$ cat config.mk
export PLATFORM = sky130hd
export DESIGN_NAME = nor_cmd_engine
export DESIGN_NICKNAME = d
export VERILOG_FILES = /design/src/rtl/nor_cmd_engine.sv
export SDC_FILE = /design/constraint.sdc
export NUM_CORES = 1
export LEC_CHECK = 0
export ABC_AREA = 1
export BUFFER_PORTS_ARGS = -buffer_cell sky130_fd_sc_hd__clkbuf_2
export CAP_MARGIN = 5
export CORE_ASPECT_RATIO = 1.75
export CORE_MARGIN = 8
export CORE_UTILIZATION = 51
export DETAILED_ROUTE_END_ITERATION = 6
export PLACE_DENSITY = 0.71
export SYNTH_ARGS = -nofsm -noshare
export SYNTH_HDL_FRONTEND = slang
export SYNTH_SLANG_ARGS = --single-unit
export TNS_END_PERCENT = 10
$ cat constraint.sdc
create_clock -name clk -period 2.2 [get_ports clk]
set_input_delay 0.33 -clock clk [delete_from_list [all_inputs] [get_ports clk]]
set_output_delay 0.33 -clock clk [all_outputs]
set_load 0.005 [all_outputs]
$ cat src/rtl/nor_cmd_engine.sv
module nor_cmd_engine #(
  parameter int ADDR_W    = 21,
  parameter int SEC_W     = 5,
  parameter int PROG_CYC  = 16,
  parameter int ERASE_CYC = 64,
  parameter int WIN_CYC   = 32
) (
  input  logic                    clk,
  input  logic                    rst_n,
  input  logic                    ce_n,
  input  logic                    we_n,
  input  logic                    oe_n,
  input  logic [ADDR_W-1:0]       addr,
  input  logic [7:0]              wdata,
  output logic [7:0]              rdata,
  output logic                    ry_by_n,
  input  logic                    lv_det,
  input  logic [(1<<SEC_W)-1:0]   prot_mask,
  output logic                    arr_req,
  output logic                    arr_we,
  output logic [ADDR_W-1:0]       arr_addr,
  output logic [7:0]              arr_wdata,
  input  logic [7:0]              arr_rdata,
  input  logic                    arr_ack
);
  localparam int SN    = 1 << SEC_W;
  localparam int OFF_W = ADDR_W - SEC_W;
  localparam int TMAX  = (PROG_CYC > ERASE_CYC) ? ((PROG_CYC > WIN_CYC) ? PROG_CYC : WIN_CYC)
                                                : ((ERASE_CYC > WIN_CYC) ? ERASE_CYC : WIN_CYC);
  localparam int TW    = $clog2(TMAX + 1) + 1;

  typedef enum logic [2:0] {OP_READ, OP_PROG, OP_EWIN, OP_ERASE, OP_SUSP} op_t;
  typedef enum logic [2:0] {Q0, Q1, Q2, Q3, Q4, Q5, QP, QX} seq_t;

  op_t               op;
  seq_t              seq;
  logic              byp, psus, susp_req, pw_done;
  logic [SN-1:0]     eset;
  logic [7:0]        pdata, rdata_q, a_wd;
  logic [ADDR_W-1:0] paddr, e_ptr, a_addr;
  logic [TW-1:0]     tmr;
  logic              e_ph, e_tmr, e_nz;
  logic [1:0]        e_st;
  logic              we_q, oe_q, rd_pend, tog, a_req, a_we;

  wire wr_stb = !ce_n && !we_n && we_q && !lv_det;
  wire rd_stb = !ce_n && !oe_n && oe_q;
  wire is555  = addr[10:0] == 11'h555;
  wire is2aa  = addr[10:0] == 11'h2AA;
  wire [SEC_W-1:0] asec  = addr[ADDR_W-1 -: SEC_W];
  wire [SEC_W-1:0] esec  = e_ptr[ADDR_W-1 -: SEC_W];
  wire susp   = op == OP_SUSP;
  wire busy   = op == OP_PROG || op == OP_EWIN || op == OP_ERASE;
  wire [7:0] status = {(op == OP_PROG) ? ~pdata[7] : 1'b0, tog, 6'b0};
  wire [SN-1:0] eset_ok = eset & ~prot_mask;

  assign ry_by_n   = !busy;
  assign rdata     = rdata_q;
  assign arr_req   = a_req;
  assign arr_we    = a_we;
  assign arr_addr  = a_addr;
  assign arr_wdata = a_wd;

  always_ff @(posedge clk or negedge rst_n) begin
    if (!rst_n) begin
      op <= OP_READ; seq <= Q0; byp <= 1'b0; psus <= 1'b0; susp_req <= 1'b0;
      pw_done <= 1'b0; eset <= '0; pdata <= '0; paddr <= '0; rdata_q <= '0;
      tmr <= '0; e_ptr <= '0; e_ph <= 1'b0; e_tmr <= 1'b0; e_nz <= 1'b0; e_st <= '0;
      we_q <= 1'b1; oe_q <= 1'b1; rd_pend <= 1'b0; tog <= 1'b0;
      a_req <= 1'b0; a_we <= 1'b0; a_addr <= '0; a_wd <= '0;
    end else begin
      we_q <= we_n;
      oe_q <= oe_n;
      if (a_req && arr_ack) a_req <= 1'b0;

      if (rd_stb) begin
        if (busy) begin
          rdata_q <= status;
          tog     <= ~tog;
        end else begin
          rd_pend <= 1'b1;
          a_req   <= 1'b1;
          a_we    <= 1'b0;
          a_addr  <= addr;
        end
      end
      if (rd_pend && arr_ack) begin
        rdata_q <= arr_rdata;
        rd_pend <= 1'b0;
      end

      if (wr_stb) begin
        case (op)
          OP_READ, OP_SUSP: begin
            seq <= Q0;
            case (seq)
              Q0: begin
                if (byp && !susp) begin
                  if (wdata == 8'hA0) seq <= QP;
                  else if (wdata == 8'h90) seq <= QX;
                end else if (is555 && wdata == 8'hAA) seq <= Q1;
                else if (susp && wdata == 8'h30) op <= OP_ERASE;
              end
              Q1: if (is2aa && wdata == 8'h55) seq <= Q2;
              Q2: if (is555) begin
                if (wdata == 8'hA0) seq <= QP;
                else if (!susp && wdata == 8'h80) seq <= Q3;
                else if (!susp && wdata == 8'h20) byp <= 1'b1;
              end
              Q3: if (is555 && wdata == 8'hAA) seq <= Q4;
              Q4: if (is2aa && wdata == 8'h55) seq <= Q5;
              Q5: begin
                if (is555 && wdata == 8'h10) begin
                  eset <= ~prot_mask;
                  op   <= (&prot_mask) ? OP_READ : OP_ERASE;
                end else if (wdata == 8'h30) begin
                  eset <= SN'(1) << asec;
                  tmr  <= TW'(WIN_CYC);
                  op   <= OP_EWIN;
                end
              end
              QP: if (!prot_mask[asec] && !(susp && eset[asec])) begin
                op      <= OP_PROG;
                psus    <= susp;
                pdata   <= wdata;
                paddr   <= addr;
                pw_done <= 1'b0;
              end
              QX: if (wdata == 8'h00) byp <= 1'b0;
              default: ;
            endcase
          end
          OP_EWIN: begin
            if (wdata == 8'h30) begin
              eset[asec] <= 1'b1;
              tmr        <= TW'(WIN_CYC);
            end else begin
              op   <= OP_READ;
              eset <= '0;
            end
          end
          OP_ERASE: if (wdata == 8'hB0) susp_req <= 1'b1;
          default: ;
        endcase
      end

      if (op == OP_PROG) begin
        if (!pw_done) begin
          if (!a_req && !rd_pend) begin
            a_req   <= 1'b1;
            a_we    <= 1'b1;
            a_addr  <= paddr;
            a_wd    <= pdata;
            pw_done <= 1'b1;
            tmr     <= TW'(PROG_CYC);
          end
        end else if (!a_req) begin
          if (tmr != '0) tmr <= tmr - 1'b1;
          else op <= psus ? OP_SUSP : OP_READ;
        end
      end

      if (op == OP_EWIN && !wr_stb) begin
        if (tmr != '0) tmr <= tmr - 1'b1;
        else begin
          eset <= eset_ok;
          op   <= (eset_ok == '0) ? OP_READ : OP_ERASE;
        end
      end

      if (op == OP_READ || op == OP_EWIN) begin
        e_ptr <= '0; e_ph <= 1'b0; e_st <= '0; e_tmr <= 1'b0; susp_req <= 1'b0;
      end

      if (op == OP_ERASE && a_req && arr_ack && e_st == 2'd1) e_nz <= |arr_rdata;

      if (op == OP_ERASE) begin
        if (e_tmr) begin
          if (tmr != '0) tmr <= tmr - 1'b1;
          else begin
            op   <= OP_READ;
            eset <= '0;
          end
        end else if (!a_req) begin
          case (e_st)
            2'd0: begin
              if (susp_req) begin
                op       <= OP_SUSP;
                susp_req <= 1'b0;
              end else if (!eset[esec]) begin
                if (&esec) begin
                  if (!e_ph) begin e_ph <= 1'b1; e_ptr <= '0; end
                  else begin e_tmr <= 1'b1; tmr <= TW'(ERASE_CYC); end
                end else e_ptr <= {SEC_W'(esec + 1'b1), {OFF_W{1'b0}}};
              end else begin
                a_req  <= 1'b1;
                a_addr <= e_ptr;
                a_we   <= e_ph;
                a_wd   <= 8'hFF;
                e_st   <= e_ph ? 2'd2 : 2'd1;
              end
            end
            2'd1: begin
              if (e_nz) begin
                a_req <= 1'b1;
                a_we  <= 1'b1;
                a_wd  <= 8'h00;
                e_st  <= 2'd2;
              end else e_st <= 2'd3;
            end
            default: begin
              e_st <= 2'd0;
              if (&e_ptr) begin
                if (!e_ph) begin e_ph <= 1'b1; e_ptr <= '0; end
                else begin e_tmr <= 1'b1; tmr <= TW'(ERASE_CYC); end
              end else e_ptr <= e_ptr + 1'b1;
            end
          endcase
        end
      end
    end
  end
endmodule

# Yosys cells after proc, flatten, opt, wreduce, memory -nomap -nowiden

Index checks and enable logic that the tools add are counted.

Word-level logic and storage cells: 312
Input bits: 76
Bits in registers: 148

$add $sub $neg: 3
Shift-type cells: 1
Equality and inequality tests: 29
Bitwise gates (word level): 5
Reduce and logical (&&, ||, !) cells: 56
Mux-type cells: 191
Magnitude comparators: 3

Operators with widths:

| kind                                                 | count |
|---|---|
| 2-to-1 mux 21 bit                                    | 20 |
| 2-to-1 mux 32 bit                                    | 10 |
| 2-to-1 mux 8 bit                                     | 32 |
| 2-to-1 mux 3 bit                                     | 28 |
| 2-to-1 mux 1 bit                                     | 72 |
| one-hot mux 32 bit (2 select lines)                  | 1 |
| one-hot mux 8 bit (2 select lines)                   | 3 |
| one-hot mux 21 bit (2 select lines)                  | 1 |
| equality test 8 bit (second input constant)          | 5 |
| bitwise AND 32 bit                                   | 1 |
| zero test 32 bit                                     | 1 |
| inverter 32 bit                                      | 1 |
| OR 32 bit                                            | 1 |
| AND reduction 32 bit                                 | 1 |
| left shift 1 x 5 -> 32 bit (first input constant)    | 1 |
| logical AND 1 bit                                    | 22 |
| 2-to-1 mux 2 bit                                     | 11 |
| adder 21 x 1 -> 21 bit (second input constant)       | 1 |
| AND reduction 21 bit                                 | 1 |
| equality test 8 x 6 -> 1 bit (second input constant) | 2 |
| binary-select mux 1 bit (select 5 bit)               | 3 |
| equality test 3 bit (second input constant)          | 5 |
| one-hot mux 3 bit (5 select lines)                   | 1 |
| equality test 3 x 2 -> 1 bit (second input constant) | 4 |
| 31 further kinds                                     | 60 |

# Longest topological paths before layout

Gate-level depths: netlist of run 1.

Word-level depth: 20
Gate-level depth with buffers: 19

# Worst setup path after synthesis of run 1

OpenSTA, ideal clock, no wires.

Kind: reg2reg
From: reg tmr[0]
To: reg eset[22]
Period minus slack after synthesis: 2.018 ns
Buffers on the path: 1
Slack: 0.182 ns
Data required time: 2.071 ns
Cell stages (with the launch flop): 11
Library setup time: 0.129 ns
Arrival time: 1.889 ns
Cells stage by stage: dfrtp_1 > inv_1 > ha_1 > nand3b_1 > nor3_2 > nand3_2 > nor2_1 > inv_1 > clkbuf_1 > o21ai_0 > a21oi_1

Longest elaborated chain between the ends: 6

Ends and longest elaborated chain:

| element                  | line     | text |
|---|---|---|
| start: declaration       | 41       | `logic [TW-1:0] tmr;` |
| start signal: assignment | 118      | `tmr <= TW'(WIN_CYC);` |
| start signal: assignment | 136      | `tmr <= TW'(WIN_CYC);` |
| start signal: assignment | 155      | `tmr <= TW'(PROG_CYC);` |
| nonzero test 8 bit *     | 164, 179 |  |
| 2-to-1 mux 32 bit        | 164      | `if (tmr != '0) tmr <= tmr - 1'b1;` |
| 2-to-1 mux 32 bit        | 163      | `if (op == OP_EWIN && !wr_stb) begin` |
| 2-to-1 mux 32 bit        | 179      | `if (tmr != '0) tmr <= tmr - 1'b1;` |
| 2-to-1 mux 32 bit        | 178      | `if (e_tmr) begin` |
| 2-to-1 mux 32 bit *      | 177      | `if (op == OP_ERASE) begin` |
| end signal: assignment   | 114      | `eset <= ~prot_mask;` |
| end signal: assignment   | 117      | `eset <= SN'(1) << asec;` |
| end signal: assignment   | 166      | `eset <= eset_ok;` |
| end: declaration         | 38       | `logic [SN-1:0] eset;` |

Every way passes the cells marked *; elsewhere a longest branch is shown, timed or not.
A chain may end at the register's enable or synchronous reset.

# Worst setup path after layout of run 1

From: reg e_ptr[0]
To: reg e_ptr[10]

Longest elaborated chain between the ends: 6

Ends and longest elaborated chain:

| element                                                        | line     | text |
|---|---|---|
| start: declaration                                             | 40       | `logic [ADDR_W-1:0] paddr, e_ptr, a_addr;` |
| start signal: assignment                                       | 194      | `end else e_ptr <= {SEC_W'(esec + 1'b1), {OFF_W{1'b0}}};` |
| start signal: assignment                                       | 216      | `end else e_ptr <= e_ptr + 1'b1;` |
| adder 21 x 1 -> 21 bit or AND reduction 21 bit (tied branches) | 216, 213 |  |
| 2-to-1 mux 21 bit *                                            | 213      | `if (&e_ptr) begin` |
| one-hot mux 21 bit (2 select lines) *                          | 185      | `case (e_st)` |
| 2-to-1 mux 21 bit *                                            | 184      | `end else if (!a_req) begin` |
| 2-to-1 mux 21 bit *                                            | 178      |  |
| 2-to-1 mux 21 bit *                                            | 177      |  |

Marks and branches as above.

==> metrics.log, run 1 <==
[metrics] Max-slew headroom: 61.5%
[metrics] die height: 209 um
[metrics] CORE AREA: 21200 sq um
[metrics] number of distinct library cell variants in the gate-level netlist after synthesis: 49
[metrics] DIE AREA: 26500 sq um
[metrics] TritonCTS clock tree: yes
[metrics] Die W: 127 um
[metrics] WS Path Type: reg2reg
[metrics] Total Negative Setup Slacks: -0.139 ns
[metrics] average cell area after synthesis: 6.59 sq um
[metrics] DRT Pass-1 Iters: 6
[metrics] FMAX: 0.449 GHz
[metrics] placed insts: 2071
[metrics] Most used DFF post-synth: sky130_fd_sc_hd__dfrtp_1
[metrics] share of the cycle needed by the critical path after routing: 101%
[metrics] clock buffer count from CTS: 17
[metrics] most frequently used cell type in the post-synthesis netlist: sky130_fd_sc_hd__nand2_1
[metrics] number of antenna-violating nets in the routed design: 0
[metrics] RSZ-0062 raised after global routing: yes
[metrics] fraction of power consumed by sequential logic: 42.9%
[metrics] setup violators final: 11
[metrics] maximum number of pins on one net before global-route repair: 56
[metrics] Clock Tree Buf Depth: 2
[metrics] post-synthesis sequential element count: 148
[metrics] Yosys warnings: 0
[metrics] post-route cell area: 13500 sq um
[metrics] Commonest cells post-synth: sky130_fd_sc_hd__nand2_1 (441), sky130_fd_sc_hd__o21ai_0 (169), sky130_fd_sc_hd__inv_1 (163)
[metrics] part of the total power dissipated in combinational logic: 13.5%
[metrics] DRC marker count from the first detailed-route iteration: 1217
[metrics] violated checks: negative setup slack
[metrics] CP Capture Type: flop
[metrics] DP HPWL: 32.6 mm
[metrics] leak pwr: 0.00658 uW
[metrics] total number of nets in the final design: 1927
[metrics] number of standard cells in the layout, taps in and fillers out: 2115
[metrics] outcome: finished, violations left
[metrics] async set or reset register ratio after synthesis: 100%
[metrics] I/O pins: 116
[metrics] net switching power: 1980 uW
[metrics] fraction of power consumed by the clock network: 43.5%
[metrics] Cells after Synth: 1655
[metrics] ratio of routed vias to standard cells: 6.16
[metrics] clock-pin transition on the worst setup and hold timing paths: 0.07 ns
[metrics] Skew-Pair Late Insertion Delay: 0.44 ns
[metrics] cell at the root of the clock tree: sky130_fd_sc_hd__clkbuf_16
[metrics] DRC violations left: 0
[metrics] sequential share of the synthesized area: 34.0%
[metrics] total global routing overflow: 0
[metrics] count of H-tree levels built during CTS: 4
[metrics] GRT Total Usage: 33.6%
[metrics] number of max-capacitance violations reported: 0
[metrics] Worst Max-Slew Pin Slew: 0.576 ns
[metrics] Hold Violations, Final: 0
[metrics] post-synth design cell area: 10900 sq um
[metrics] # clock sinks: 148
[metrics] maximum fanout encountered on the critical timing path: 14
[metrics] global-route wire length before repair: 69.4 mm
[metrics] antenna violations before repair: 0
[metrics] final RePlAce weighted congestion: 1.00
[metrics] Placement Rows: 71
[metrics] worst-case setup margin in the final layout: -0.0295 ns
[metrics] number of enable-type register cells in the synthesized netlist: 0
[metrics] post-layout minimum cycle time: 2.23 ns
[metrics] required time of the worst setup path: 2.52 ns
[metrics] worst hold path class: in2reg
[metrics] Internal: 4920 uW
[metrics] Cell Area, Placed: 12600 sq um
[metrics] kind of launch point of the worst setup path: flop
[metrics] Final Max Slew Viols: 0
[metrics] WL/cell: 20.9 um
[metrics] share of layout cells above drive strength 1: 19.2%
[metrics] number of global-route vias before repair: 13000
[metrics] top cell type's share of synthesized area: 33.5%
[metrics] cell types with the largest area share after synthesis: sky130_fd_sc_hd__dfrtp_1 (34%), sky130_fd_sc_hd__nand2_1 (15%), sky130_fd_sc_hd__o21ai_0 (7.8%)
[metrics] Switching Fraction: 28.7%
[metrics] total via count after detailed routing: 13000
[metrics] cell taking the most area after synthesis: sky130_fd_sc_hd__dfrtp_1
[metrics] Final Util: 63.6%
[metrics] Pwr Density: 511 nW/um^2
[metrics] count of input and output buffers: 115
[metrics] diode count: 0
[metrics] initial standard-cell utilization of the core: 51.4%
[metrics] signed area change from the synthesized netlist to the final layout: 23.7%
[metrics] Clock Skew: 0.00750 ns
[metrics] WL final: 44.1 mm
[metrics] Peak VDD IR: 0.000617 V
[metrics] Synth Net Count: 1735
[metrics] Data arrival, critical path: 2.55 ns
## layout by cell type, fill, tap and decap left out, types with 6 or more instances in the layout
cell type	n
sky130_fd_sc_hd__nand4_1	32
sky130_fd_sc_hd__clkbuf_2	114
sky130_fd_sc_hd__o21ai_1	49
sky130_fd_sc_hd__o21ai_2	6
sky130_fd_sc_hd__o21ai_0	162
sky130_fd_sc_hd__a211oi_1	8
sky130_fd_sc_hd__o211ai_1	43
sky130_fd_sc_hd__a22o_1	7
sky130_fd_sc_hd__a221oi_1	24
sky130_fd_sc_hd__nand2_1	434
sky130_fd_sc_hd__buf_12	20
sky130_fd_sc_hd__clkbuf_16	17
sky130_fd_sc_hd__dfrtp_1	145
sky130_fd_sc_hd__mux2i_1	8
sky130_fd_sc_hd__a21oi_1	121
sky130_fd_sc_hd__nor2_2	7
sky130_fd_sc_hd__nand2_2	6
sky130_fd_sc_hd__buf_4	117
sky130_fd_sc_hd__nand3_2	6
sky130_fd_sc_hd__nor3_1	13
sky130_fd_sc_hd__nand3_1	135
sky130_fd_sc_hd__xor2_1	17
sky130_fd_sc_hd__inv_1	159
sky130_fd_sc_hd__nor2_1	104
sky130_fd_sc_hd__inv_2	16
sky130_fd_sc_hd__nor4_1	13
## path summary, 6_finish.rpt
kind / cells past startpoint / slack, ns / startpoint / endpoint
worst min-delay path: 3 / 0.13 / addr[12] / paddr[12]
max in group asynchronous: 3 / 1.10 / rst_n / e_ptr[10]
worst max register to register: 12 / -0.03 / e_ptr[0] / e_ptr[10]
min in group asynchronous: 2 / 0.38 / rst_n / eset[23]
worst min register to register: 1 / 0.47 / tog / tog
worst max-delay path: 12 / -0.03 / e_ptr[0] / e_ptr[10]
## flip-flops by register name, summed over array words and instances, names as in the netlist, 8 cells and up
register   flops
rdata          8
arr_wdata      8
tmr            8
paddr         21
pdata          8
eset          32
arr_addr      21
e_ptr         21
## layout make-up
type	count	area [sq um]
sequential	148	3710
multi-input combinational	1245	6290
fill	2015	7740
clock buffer	19	453
timing repair buffer	257	1910
clock inverter	13	138
tap	255	319
inverter	178	671
## critical path, stage by stage (launching register included)
cell,delay [ns]
sky130_fd_sc_hd__dfrtp_1,0.41
sky130_fd_sc_hd__ha_4,0.18
sky130_fd_sc_hd__nand3_4,0.09
sky130_fd_sc_hd__nor3_4,0.27
sky130_fd_sc_hd__nand2_2,0.11
sky130_fd_sc_hd__nor3_4,0.19
sky130_fd_sc_hd__nand4_1,0.19
sky130_fd_sc_hd__nor2_4,0.20
sky130_fd_sc_hd__buf_4,0.13
sky130_fd_sc_hd__a21boi_2,0.06
sky130_fd_sc_hd__buf_12,0.15
sky130_fd_sc_hd__nand3_1,0.07
sky130_fd_sc_hd__nand2_1,0.05
## stage by stage
step	setup WS [ns]	hold WS, ns	total power (uW)
after CTS	-0.0175	0.116	6930
after detailed placement	-0.125	0.293	3940
final	-0.0295	0.128	6900
after floorplan	0.182	0.0344	3420
after global placement	-0.120	0.286	3910
after global routing	-0.146	0.139	7140
## what timing repair did
action	CTS	global route
resized for setup	6	40
setup buffers	0	9
setup endpoints to repair	21	116
hold buffers	3	0
pin swaps	0	12
hold endpoints to repair	46	0
## power groups by stage
stage	Combinational, uW	Clock [uW]	Sequential, uW
after global placement	908	0	3010
after floorplan	403	0	3010
after global routing	1030	3130	2980
final	934	3000	2960
after CTS	936	3030	2960
after detailed placement	922	0	3010
## logic make-up (layout without fill, tap and decap cells)
kind of cell    Yosys count  in the layout  synth area share (%)
xor+xnor                 18             18                  1.45
simple gates            777            777                  30.7
compound gates          438            438                  23.0
fa+ha+maj                 4              4                 0.459
mux                       8              8                 0.734
flops                   148            148                  34.0
buf+inv                 262            467                  9.73
## per-layer routing
layer	GRT usage (%)	up-vias	part of all wire [%]
li1	-	5990	-
met2	59.9	708	52
met3	5.06	270	5.9
met1	33.7	6054	34
met5	0	-	0
met4	28.2	0	8.7
No activity file was read; power rests on OpenSTA's default activity.
==> inputs of run 2 (changes only) <==
ABC_AREA = not set   (was 1)
GPL_TIMING_DRIVEN = 0   (was not set)
MAX_ROUTING_LAYER = met4   (was not set)
==> run 2 against run 1 <==
Compared with the run above: the flow still finishes with violations (negative setup slack); die area decreased by 3.8%; non-clock buffer count decreased by 16; wire length increased by 11%.
==> metrics.log, run 2 <==
[metrics] maximum fanout encountered on the critical timing path: 5 (was 14)
[metrics] Hold Violations, Final: 0 (unchanged)
[metrics] number of global-route vias before repair: 11900 (was 13000)
[metrics] commonest non-fill, non-tap cell in the layout: sky130_fd_sc_hd__dfrtp_1 (was sky130_fd_sc_hd__nand2_1)
[metrics] fraction of power consumed by sequential logic: 42.6% (was 42.9%)
[metrics] antenna violations before repair: 1 (was 0)
[metrics] async set or reset register ratio after synthesis: 100% (unchanged)
[metrics] count of H-tree levels built during CTS: 4 (unchanged)
[metrics] part of the total power dissipated in combinational logic: 13.2% (was 13.5%)
[metrics] Final Max Slew Viols: 0 (unchanged)
[metrics] outcome: finished, violations left (unchanged)
[metrics] share of the cycle needed by the critical path after routing: 115% (was 101%)
[metrics] cell taking the most area after synthesis: sky130_fd_sc_hd__dfrtp_1 (unchanged)
[metrics] RSZ-0062 raised after global routing: yes (unchanged)
[metrics] worst hold path class: in2reg (unchanged)
[metrics] violated checks: negative setup slack (unchanged)
[metrics] total via count after detailed routing: 11800 (was 13000)
[metrics] Clock Tree Buf Depth: 2 (unchanged)
[metrics] Most used DFF post-synth: sky130_fd_sc_hd__dfrtp_1 (unchanged)
[metrics] required time of the worst setup path: 2.52 ns (about the same)
[metrics] signed area change from the synthesized netlist to the final layout: 25.4% (was 23.7%)
[metrics] WL/cell: 29.4 um (was 20.9 um)
[metrics] total global routing overflow: 0 (unchanged)
[metrics] DRC marker count from the first detailed-route iteration: 1238 (was 1217)
[metrics] DIE AREA: 25500 sq um (was 26500 sq um)
[metrics] number of standard cells in the layout, taps in and fillers out: 1663 (was 2115)
[metrics] net switching power: 1970 uW (was 1980 uW)
[metrics] gate family responsible for the most delay along the worst path: compound AO/OA/AOI/OAI gates (was simple AND/OR/NAND/NOR gates)
[metrics] DRT Pass-1 Iters: 5 (was 6)
[metrics] Placement Rows: 69 (was 71)
[metrics] post-layout minimum cycle time: 2.53 ns (was 2.23 ns)
[metrics] Final Util: 64.8% (was 63.6%)
[metrics] critical path cell sequence: mux2i_1, nor2_1, o21ai_0, o2111ai_2, o21ai_2, nand4_1, buf_6, buf_8, mux2_4 (was ha_4, nand3_4, nor3_4, nand2_2, nor3_4, nand4_1, nor2_4, buf_4, a21boi_2, buf_12, nand3_1, nand2_1)
[metrics] Crit path largest cell delay: 0.53 ns (was 0.41 ns)
[metrics] Switching Fraction: 28.1% (was 28.7%)
[metrics] cell at the root of the clock tree: sky130_fd_sc_hd__clkbuf_16 (unchanged)
[metrics] Yosys warnings: 0 (unchanged)
[metrics] Biggest register: eset (unchanged)
[metrics] post-synthesis sequential element count: 148 (unchanged)
[metrics] Internal: 5030 uW (was 4920 uW)
[metrics] WS Path Type: reg2reg (unchanged)
[metrics] Max-slew headroom: 43.7% (was 61.5%)
[metrics] number of enable-type register cells in the synthesized netlist: 0 (unchanged)
[metrics] Die W: 124 um (was 127 um)
[metrics] Peak VDD IR: 0.000654 V (was 0.000617 V)
[metrics] count of input and output buffers: 112 (was 115)
[metrics] CP Capture Type: flop (unchanged)
[metrics] I/O pins: 116 (unchanged)
[metrics] number of max-capacitance violations reported: 0 (unchanged)
[metrics] commonest cells after routing, fill and taps aside: sky130_fd_sc_hd__dfrtp_1 (143), sky130_fd_sc_hd__clkbuf_2 (138), sky130_fd_sc_hd__nand2_1 (102) (was sky130_fd_sc_hd__nand2_1 (434), sky130_fd_sc_hd__o21ai_0 (162), sky130_fd_sc_hd__inv_1 (159))
[metrics] launch point of the worst path: eset[5] (was e_ptr[0])
[metrics] Commonest cells post-synth: sky130_fd_sc_hd__dfrtp_1 (146), sky130_fd_sc_hd__nand2_1 (106), sky130_fd_sc_hd__nor2_1 (93) (was sky130_fd_sc_hd__nand2_1 (441), sky130_fd_sc_hd__o21ai_0 (169), sky130_fd_sc_hd__inv_1 (163))
[metrics] global-route wire length before repair: 73.0 mm (was 69.4 mm)
[metrics] Synth Net Count: 1321 (was 1735)
[metrics] flip-flop count of the largest register after layout: 32 (unchanged)
[metrics] DRC violations left: 0 (unchanged)
[metrics] Skew-Pair Late Insertion Delay: 0.45 ns (was 0.44 ns)
[metrics] CORE AREA: 20200 sq um (was 21200 sq um)
[metrics] average cell area after synthesis: 8.42 sq um (was 6.59 sq um)
[metrics] clock-pin transition on the worst setup and hold timing paths: 0.06 ns (was 0.07 ns)
[metrics] initial standard-cell utilization of the core: 51.7% (was 51.4%)
[metrics] kind of launch point of the worst setup path: flop (unchanged)
[metrics] Crit Reg-Reg Startpoint: eset[5] (was e_ptr[0])
[metrics] Cells after Synth: 1241 (was 1655)
[metrics] final RePlAce weighted congestion: 1.04 (was 1.00)
[metrics] GRT Total Usage: 38.6% (was 33.6%)
[metrics] number of buffers and inverters on the critical path: 2 (unchanged)
[metrics] number of antenna-violating nets in the routed design: 0 (unchanged)
[metrics] placed insts: 1602 (was 2071)
[metrics] setup violators final: 124 (was 11)
[metrics] # clock sinks: 148 (unchanged)
[metrics] sequential share of the synthesized area: 35.5% (was 34.0%)
[metrics] smallest hold slack: 0.0261 ns (was 0.128 ns)
[metrics] Hold Startpoint: we_n (was addr[12])
[metrics] TritonCTS clock tree: yes (unchanged)
[metrics] Worst Max-Slew Pin Slew: 0.839 ns (was 0.576 ns)
[metrics] total number of nets in the final design: 1482 (was 1927)
[metrics] die height: 205 um (was 209 um)
[metrics] Data arrival, critical path: 2.85 ns (was 2.55 ns)
[metrics] slowest CP cell: sky130_fd_sc_hd__dfrtp_1 (unchanged)
[metrics] most frequently used cell type in the post-synthesis netlist: sky130_fd_sc_hd__dfrtp_1 (was sky130_fd_sc_hd__nand2_1)
[metrics] clock buffer count from CTS: 17 (unchanged)
[metrics] worst-case setup margin in the final layout: -0.326 ns (was -0.0295 ns)
[metrics] Clock Skew: 0.0142 ns (was 0.00750 ns)
[metrics] FMAX: 0.396 GHz (was 0.449 GHz)
[metrics] leak pwr: 0.00543 uW (was 0.00658 uW)
[metrics] WL final: 48.9 mm (was 44.1 mm)
[metrics] post-synth design cell area: 10400 sq um (was 10900 sq um)
[metrics] maximum number of pins on one net before global-route repair: 116 (was 56)
[metrics] number of distinct library cell variants in the gate-level netlist after synthesis: 82 (was 49)
[metrics] share of layout cells above drive strength 1: 27.9% (was 19.2%)
[metrics] ratio of routed vias to standard cells: 7.07 (was 6.16)
[metrics] Pwr Density: 534 nW/um^2 (was 511 nW/um^2)
[metrics] DP HPWL: 36.2 mm (was 32.6 mm)
[metrics] fraction of power consumed by the clock network: 44.2% (was 43.5%)
[metrics] top cell type's share of synthesized area: 35.0% (was 33.5%)
[metrics] cell types with the largest area share after synthesis: sky130_fd_sc_hd__dfrtp_1 (35%), sky130_fd_sc_hd__mux2i_1 (7.1%), sky130_fd_sc_hd__o21ai_0 (4.3%) (was sky130_fd_sc_hd__dfrtp_1 (34%), sky130_fd_sc_hd__nand2_1 (15%), sky130_fd_sc_hd__o21ai_0 (7.8%))
==> run 2: cell types whose count changed after synthesis, moves of 33 or more <==
cell                       before  now
sky130_fd_sc_hd__a21oi_1      121   88
sky130_fd_sc_hd__o21ai_0      169   90
sky130_fd_sc_hd__o211ai_1      43    7
sky130_fd_sc_hd__nand2_1      441  106
sky130_fd_sc_hd__inv_1        163   16
sky130_fd_sc_hd__nand3_1      140   38
sky130_fd_sc_hd__mux2i_1        8   74
sky130_fd_sc_hd__nand2b_1       0   42
sky130_fd_sc_hd__o22ai_1        1   40
==> run 2: cells by family (layout without fill, tap and decap cells) <==
| group | count (synthesis) | count (layout) | share of synthesized area, % |
|---|---|---|---|
| compound gates | 398 | 398 | 24.7 |
| xor+xnor | 6 | 6 | 0.503 |
| fa+ha+maj | 4 | 4 | 0.479 |
| buf+inv | 116 | 289 | 4.84 |
| flops | 148 | 148 | 35.5 |
| mux | 111 | 111 | 11.3 |
| other cells | 0 | 1 | 0 |
| simple gates | 458 | 458 | 22.7 |
==> run 2: timing repair <==
item / CTS / global route
cloned: 3 / 0
pin swaps: 23 / 8
endpoints found under the hold margin: 32 / 0
setup buffers: 28 / 5
hold buffers: 2 / 0
gates resized for setup: 167 / 26
setup endpoints to repair: 137 / 136
==> run 2: through the flow <==
step                      cell area [sq um]  power (uW)  setup TNS, ns  setup slack (ns)
after floorplan                       10500        3390          -6.56            -0.134
after global placement                11400        3860        -385.90             -1.89
after detailed placement              11500        3890        -112.10             -1.29
after CTS                             13000        6980         -17.36            -0.298
after global routing                  13100        7160         -32.71            -0.372
final                                 13100        7000         -23.51            -0.326
==> run 2: path summary, 6_finish.rpt <==
check | end | slack [ns] | cells past startpoint
max | pdata[6] | -0.33 | 9
min | we_q | 0.03 | 1
max reg2reg | pdata[6] | -0.33 | 9
min reg2reg | tog | 0.49 | 1
max in group asynchronous | rdata[6] | 0.92 | 3
min in group asynchronous | eset[7] | 0.36 | 2
==> run 2: power groups by stage <==
| stage | clock network [uW] | logic [uW] | registers [uW] |
|---|---|---|---|
| 6_report | 3090 | 921 | 2980 |
| 5_1_grt | 3170 | 997 | 3000 |
| 4_1_cts | 3100 | 906 | 2980 |
| 3_5_place_dp | 0 | 868 | 3020 |
| 3_3_place_gp | 0 | 840 | 3020 |
| 2_1_floorplan | 0 | 372 | 3020 |
==> run 2: area by class of cell <==
| cell class | instances | area (sq um) |
|---|---|---|
| multi-input cells | 977 | 6820 |
| inverters | 17 | 65.1 |
| well taps | 248 | 310 |
| repair buffers | 151 | 978 |
| fillers | 1734 | 7100 |
| clock buffers | 18 | 429 |
| plain buffers | 90 | 607 |
| clock inverters | 13 | 171 |
| flip-flops and latches | 148 | 3710 |
| diodes | 1 | 2.50 |
==> run 2: routing by layer <==
layer | share of wire (%) | track usage (%)
met5 | 0 | -
met4 | 11 | 37.1
met3 | 6.4 | 7.09
met2 | 50 | 66.1
met1 | 32 | 35.8
==> inputs of run 3 (changes only) <==
PLACE_DENSITY = 0.73   (was 0.71)
==> run 3 against run 2 <==
Compared with the run above: the flow still finishes with violations (negative setup slack); clock skew decreased by 0.00074 ns; sequential share of layout area down 0.25 points; cell count fell by 0.18%; largest cell class unchanged.
==> metrics.log, run 3 (synthesized netlist as in run 2, its figures left out) <==
[metrics] total number of nets in the final design: 1479 (was 1482)
[metrics] DP HPWL: 36.7 mm (was 36.2 mm)
[metrics] cell at the root of the clock tree: sky130_fd_sc_hd__clkbuf_16 (unchanged)
[metrics] setup violators final: 123 (was 124)
[metrics] outcome: finished, violations left (unchanged)
[metrics] Biggest register: eset (unchanged)
[metrics] signed area change from the synthesized netlist to the final layout: 26.6% (was 25.4%)
[metrics] initial standard-cell utilization of the core: 51.7% (unchanged)
[metrics] Hold Violations, Final: 0 (unchanged)
[metrics] ratio of routed vias to standard cells: 7.19 (was 7.07)
[metrics] total global routing overflow: 0 (unchanged)
[metrics] DRC violations left: 0 (unchanged)
[metrics] total via count after detailed routing: 11900 (was 11800)
[metrics] Crit Reg-Reg Startpoint: eset[17] (was eset[5])
[metrics] share of the cycle needed by the critical path after routing: 115% (about the same)
[metrics] # clock sinks: 148 (unchanged)
[metrics] violated checks: negative setup slack (unchanged)
[metrics] die height: 205 um (unchanged)
[metrics] WS Path Type: in2reg (was reg2reg)
[metrics] FMAX: 0.397 GHz (was 0.396 GHz)
[metrics] Worst R2R Path Depth: 9 (unchanged)
[metrics] count of H-tree levels built during CTS: 4 (unchanged)
[metrics] CORE AREA: 20200 sq um (unchanged)
[metrics] Max-slew headroom: 37.4% (was 43.7%)
[metrics] I/O pins: 116 (unchanged)
[metrics] WL/cell: 30.5 um (was 29.4 um)
[metrics] commonest non-fill, non-tap cell in the layout: sky130_fd_sc_hd__dfrtp_1 (unchanged)
[metrics] commonest cells after routing, fill and taps aside: sky130_fd_sc_hd__dfrtp_1 (140), sky130_fd_sc_hd__clkbuf_2 (132), sky130_fd_sc_hd__nand2_1 (99) (was sky130_fd_sc_hd__dfrtp_1 (143), sky130_fd_sc_hd__clkbuf_2 (138), sky130_fd_sc_hd__nand2_1 (102))
[metrics] DRC marker count from the first detailed-route iteration: 1225 (was 1238)
[metrics] Placement Rows: 69 (unchanged)
[metrics] Peak VDD IR: 0.000781 V (was 0.000654 V)
[metrics] worst-case setup margin in the final layout: -0.321 ns (was -0.326 ns)
[metrics] launch point of the worst path: addr[17] (was eset[5])
[metrics] required time of the worst setup path: 2.52 ns (about the same)
[metrics] Worst Max-Slew Pin Slew: 0.940 ns (was 0.839 ns)
[metrics] reg-to-reg setup timing slack: -0.32 ns (was -0.33 ns)
[metrics] number of max-capacitance violations reported: 0 (unchanged)
[metrics] DP Worst Slack: -1.49 ns (was -1.29 ns)
[metrics] maximum number of pins on one net before global-route repair: 84 (was 116)
[metrics] final RePlAce weighted congestion: 1.08 (was 1.04)
[metrics] diode count: 0 (was 1)
[metrics] kind of launch point of the worst setup path: input pin (was flop)
[metrics] clock buffer count from CTS: 17 (unchanged)
[metrics] GRT Total Usage: 40.2% (was 38.6%)
[metrics] RSZ-0062 raised after global routing: yes (unchanged)
[metrics] number of global-route vias before repair: 12200 (was 11900)
[metrics] Final Max Slew Viols: 0 (unchanged)
[metrics] Filler cells: 1644 (was 1734)
[metrics] flip-flop count of the largest register after layout: 32 (unchanged)
[metrics] clock-pin transition on the worst setup and hold timing paths: 0.06 ns (about the same)
[metrics] smallest hold slack: 0.0252 ns (was 0.0261 ns)
[metrics] number of antenna-violating nets in the routed design: 0 (unchanged)
[metrics] Clock Tree Buf Depth: 2 (unchanged)
[metrics] DIE AREA: 25500 sq um (unchanged)
[metrics] Pwr Density: 526 nW/um^2 (was 534 nW/um^2)
[metrics] R2R Path End: paddr[19] (was pdata[6])
[metrics] Data arrival, critical path: 2.84 ns (was 2.85 ns)
[metrics] antenna violations before repair: 0 (was 1)
[metrics] Skew-Pair Late Insertion Delay: 0.44 ns (was 0.45 ns)
[metrics] WL final: 50.7 mm (was 48.9 mm)
[metrics] Die W: 124 um (unchanged)
[metrics] post-layout minimum cycle time: 2.52 ns (was 2.53 ns)
[metrics] crit path to: paddr[5] (was pdata[6])
[metrics] count of input and output buffers: 112 (unchanged)
[metrics] worst hold path class: in2reg (unchanged)
[metrics] DRT Pass-1 Iters: 6 (was 5)
[metrics] CP Capture Type: flop (unchanged)
[metrics] leak pwr: 0.00550 uW (was 0.00543 uW)
[metrics] Clock Skew: 0.0135 ns (was 0.0142 ns)
[metrics] Cells on Worst Hold Path: 1 (unchanged)
[metrics] TritonCTS clock tree: yes (unchanged)
[metrics] share of layout cells above drive strength 1: 28.9% (was 27.9%)
[metrics] global-route wire length before repair: 75.5 mm (was 73.0 mm)
[metrics] maximum fanout encountered on the critical timing path: 10 (was 5)
-- run 3: cell count changes in the layout (fill, tap and decap cells not counted), moves of 4 or more --
cell,delta
sky130_fd_sc_hd__o32ai_1,-4
sky130_fd_sc_hd__o21ai_1,+5
sky130_fd_sc_hd__clkbuf_8,+4
sky130_fd_sc_hd__clkbuf_2,-6
sky130_fd_sc_hd__buf_6,+4
sky130_fd_sc_hd__mux2i_1,+4
sky130_fd_sc_hd__buf_4,-5
sky130_fd_sc_hd__o21ai_0,-5
-- run 3: final cells by class --
cell class	count	area (sq um)	area share, %
buffer	87	646	4.88
tap	248	310	2.35
inverter	17	63.8	0.482
sequential	148	3710	28.1
multi-input combinational	977	6920	52.3
clock inverter	9	120	0.908
timing repair buffer	151	973	7.36
clock buffer	23	478	3.61
-- run 3: critical path: stages --
cell and delay (ns):
sky130_fd_sc_hd__clkbuf_2 0.17, sky130_fd_sc_hd__buf_8 0.19, sky130_fd_sc_hd__buf_8 0.18, sky130_fd_sc_hd__mux2i_1 0.14, sky130_fd_sc_hd__a221oi_2 0.34, sky130_fd_sc_hd__a31oi_1 0.07
sky130_fd_sc_hd__mux2i_1 0.30, sky130_fd_sc_hd__nand2_1 0.20, sky130_fd_sc_hd__nand4_1 0.16, sky130_fd_sc_hd__buf_6 0.19, sky130_fd_sc_hd__buf_6 0.18, sky130_fd_sc_hd__mux2_2 0.35
-- run 3: what timing repair did --
item	CTS	global route
hold endpoints to repair	64	0
cloned	2	1
resized for setup	178	61
hold buffers	2	0
setup buffers	31	2
pin swaps	23	11
endpoints found under the setup margin	136	133
-- run 3: worst min-delay path by stage --
stage          startpoint           to
2_1_floorplan       rst_n  arr_addr[0]
3_3_place_gp         oe_n         oe_q
3_5_place_dp        rst_n      eset[0]
4_1_cts              we_n         we_q
5_1_grt              we_n         we_q
6_report             we_n         we_q
-- run 3: per-layer routing --
| layer | routed length, um | global-route usage, % | vias to the layer above |
|---|---|---|---|
| li1 | - | - | 5038 |
| met1 | 16300 | 37.5 | 5816 |
| met2 | 25600 | 69.3 | 803 |
| met3 | 3520 | 7.79 | 281 |
| met4 | 5220 | 36.0 | 0 |
| met5 | 0 | - | - |
-- run 3: report_power, final --
part           total [uW]  internal (uW)  switching, uW  leakage, uW
combinational         921            359            562      0.00324
clock                3050           1780           1270     0.000295
sequential           2990           2880            115      0.00196
total                6960           5020           1940      0.00550
-- run 3: through the flow --
stage	cells	area [sq um]	utilization [%]	power, uW	setup TNS [ns]
finish	1660	13200	65.5	6960	-17.65
detailed placement	1602	11500	56.7	3890	-119.18
CTS	1658	13000	64.1	6910	-10.58
global placement	1601	11400	56.5	3850	-385.44
global route	1660	13200	65.5	7150	-25.19
floorplan	1241	10500	-	3390	-6.56
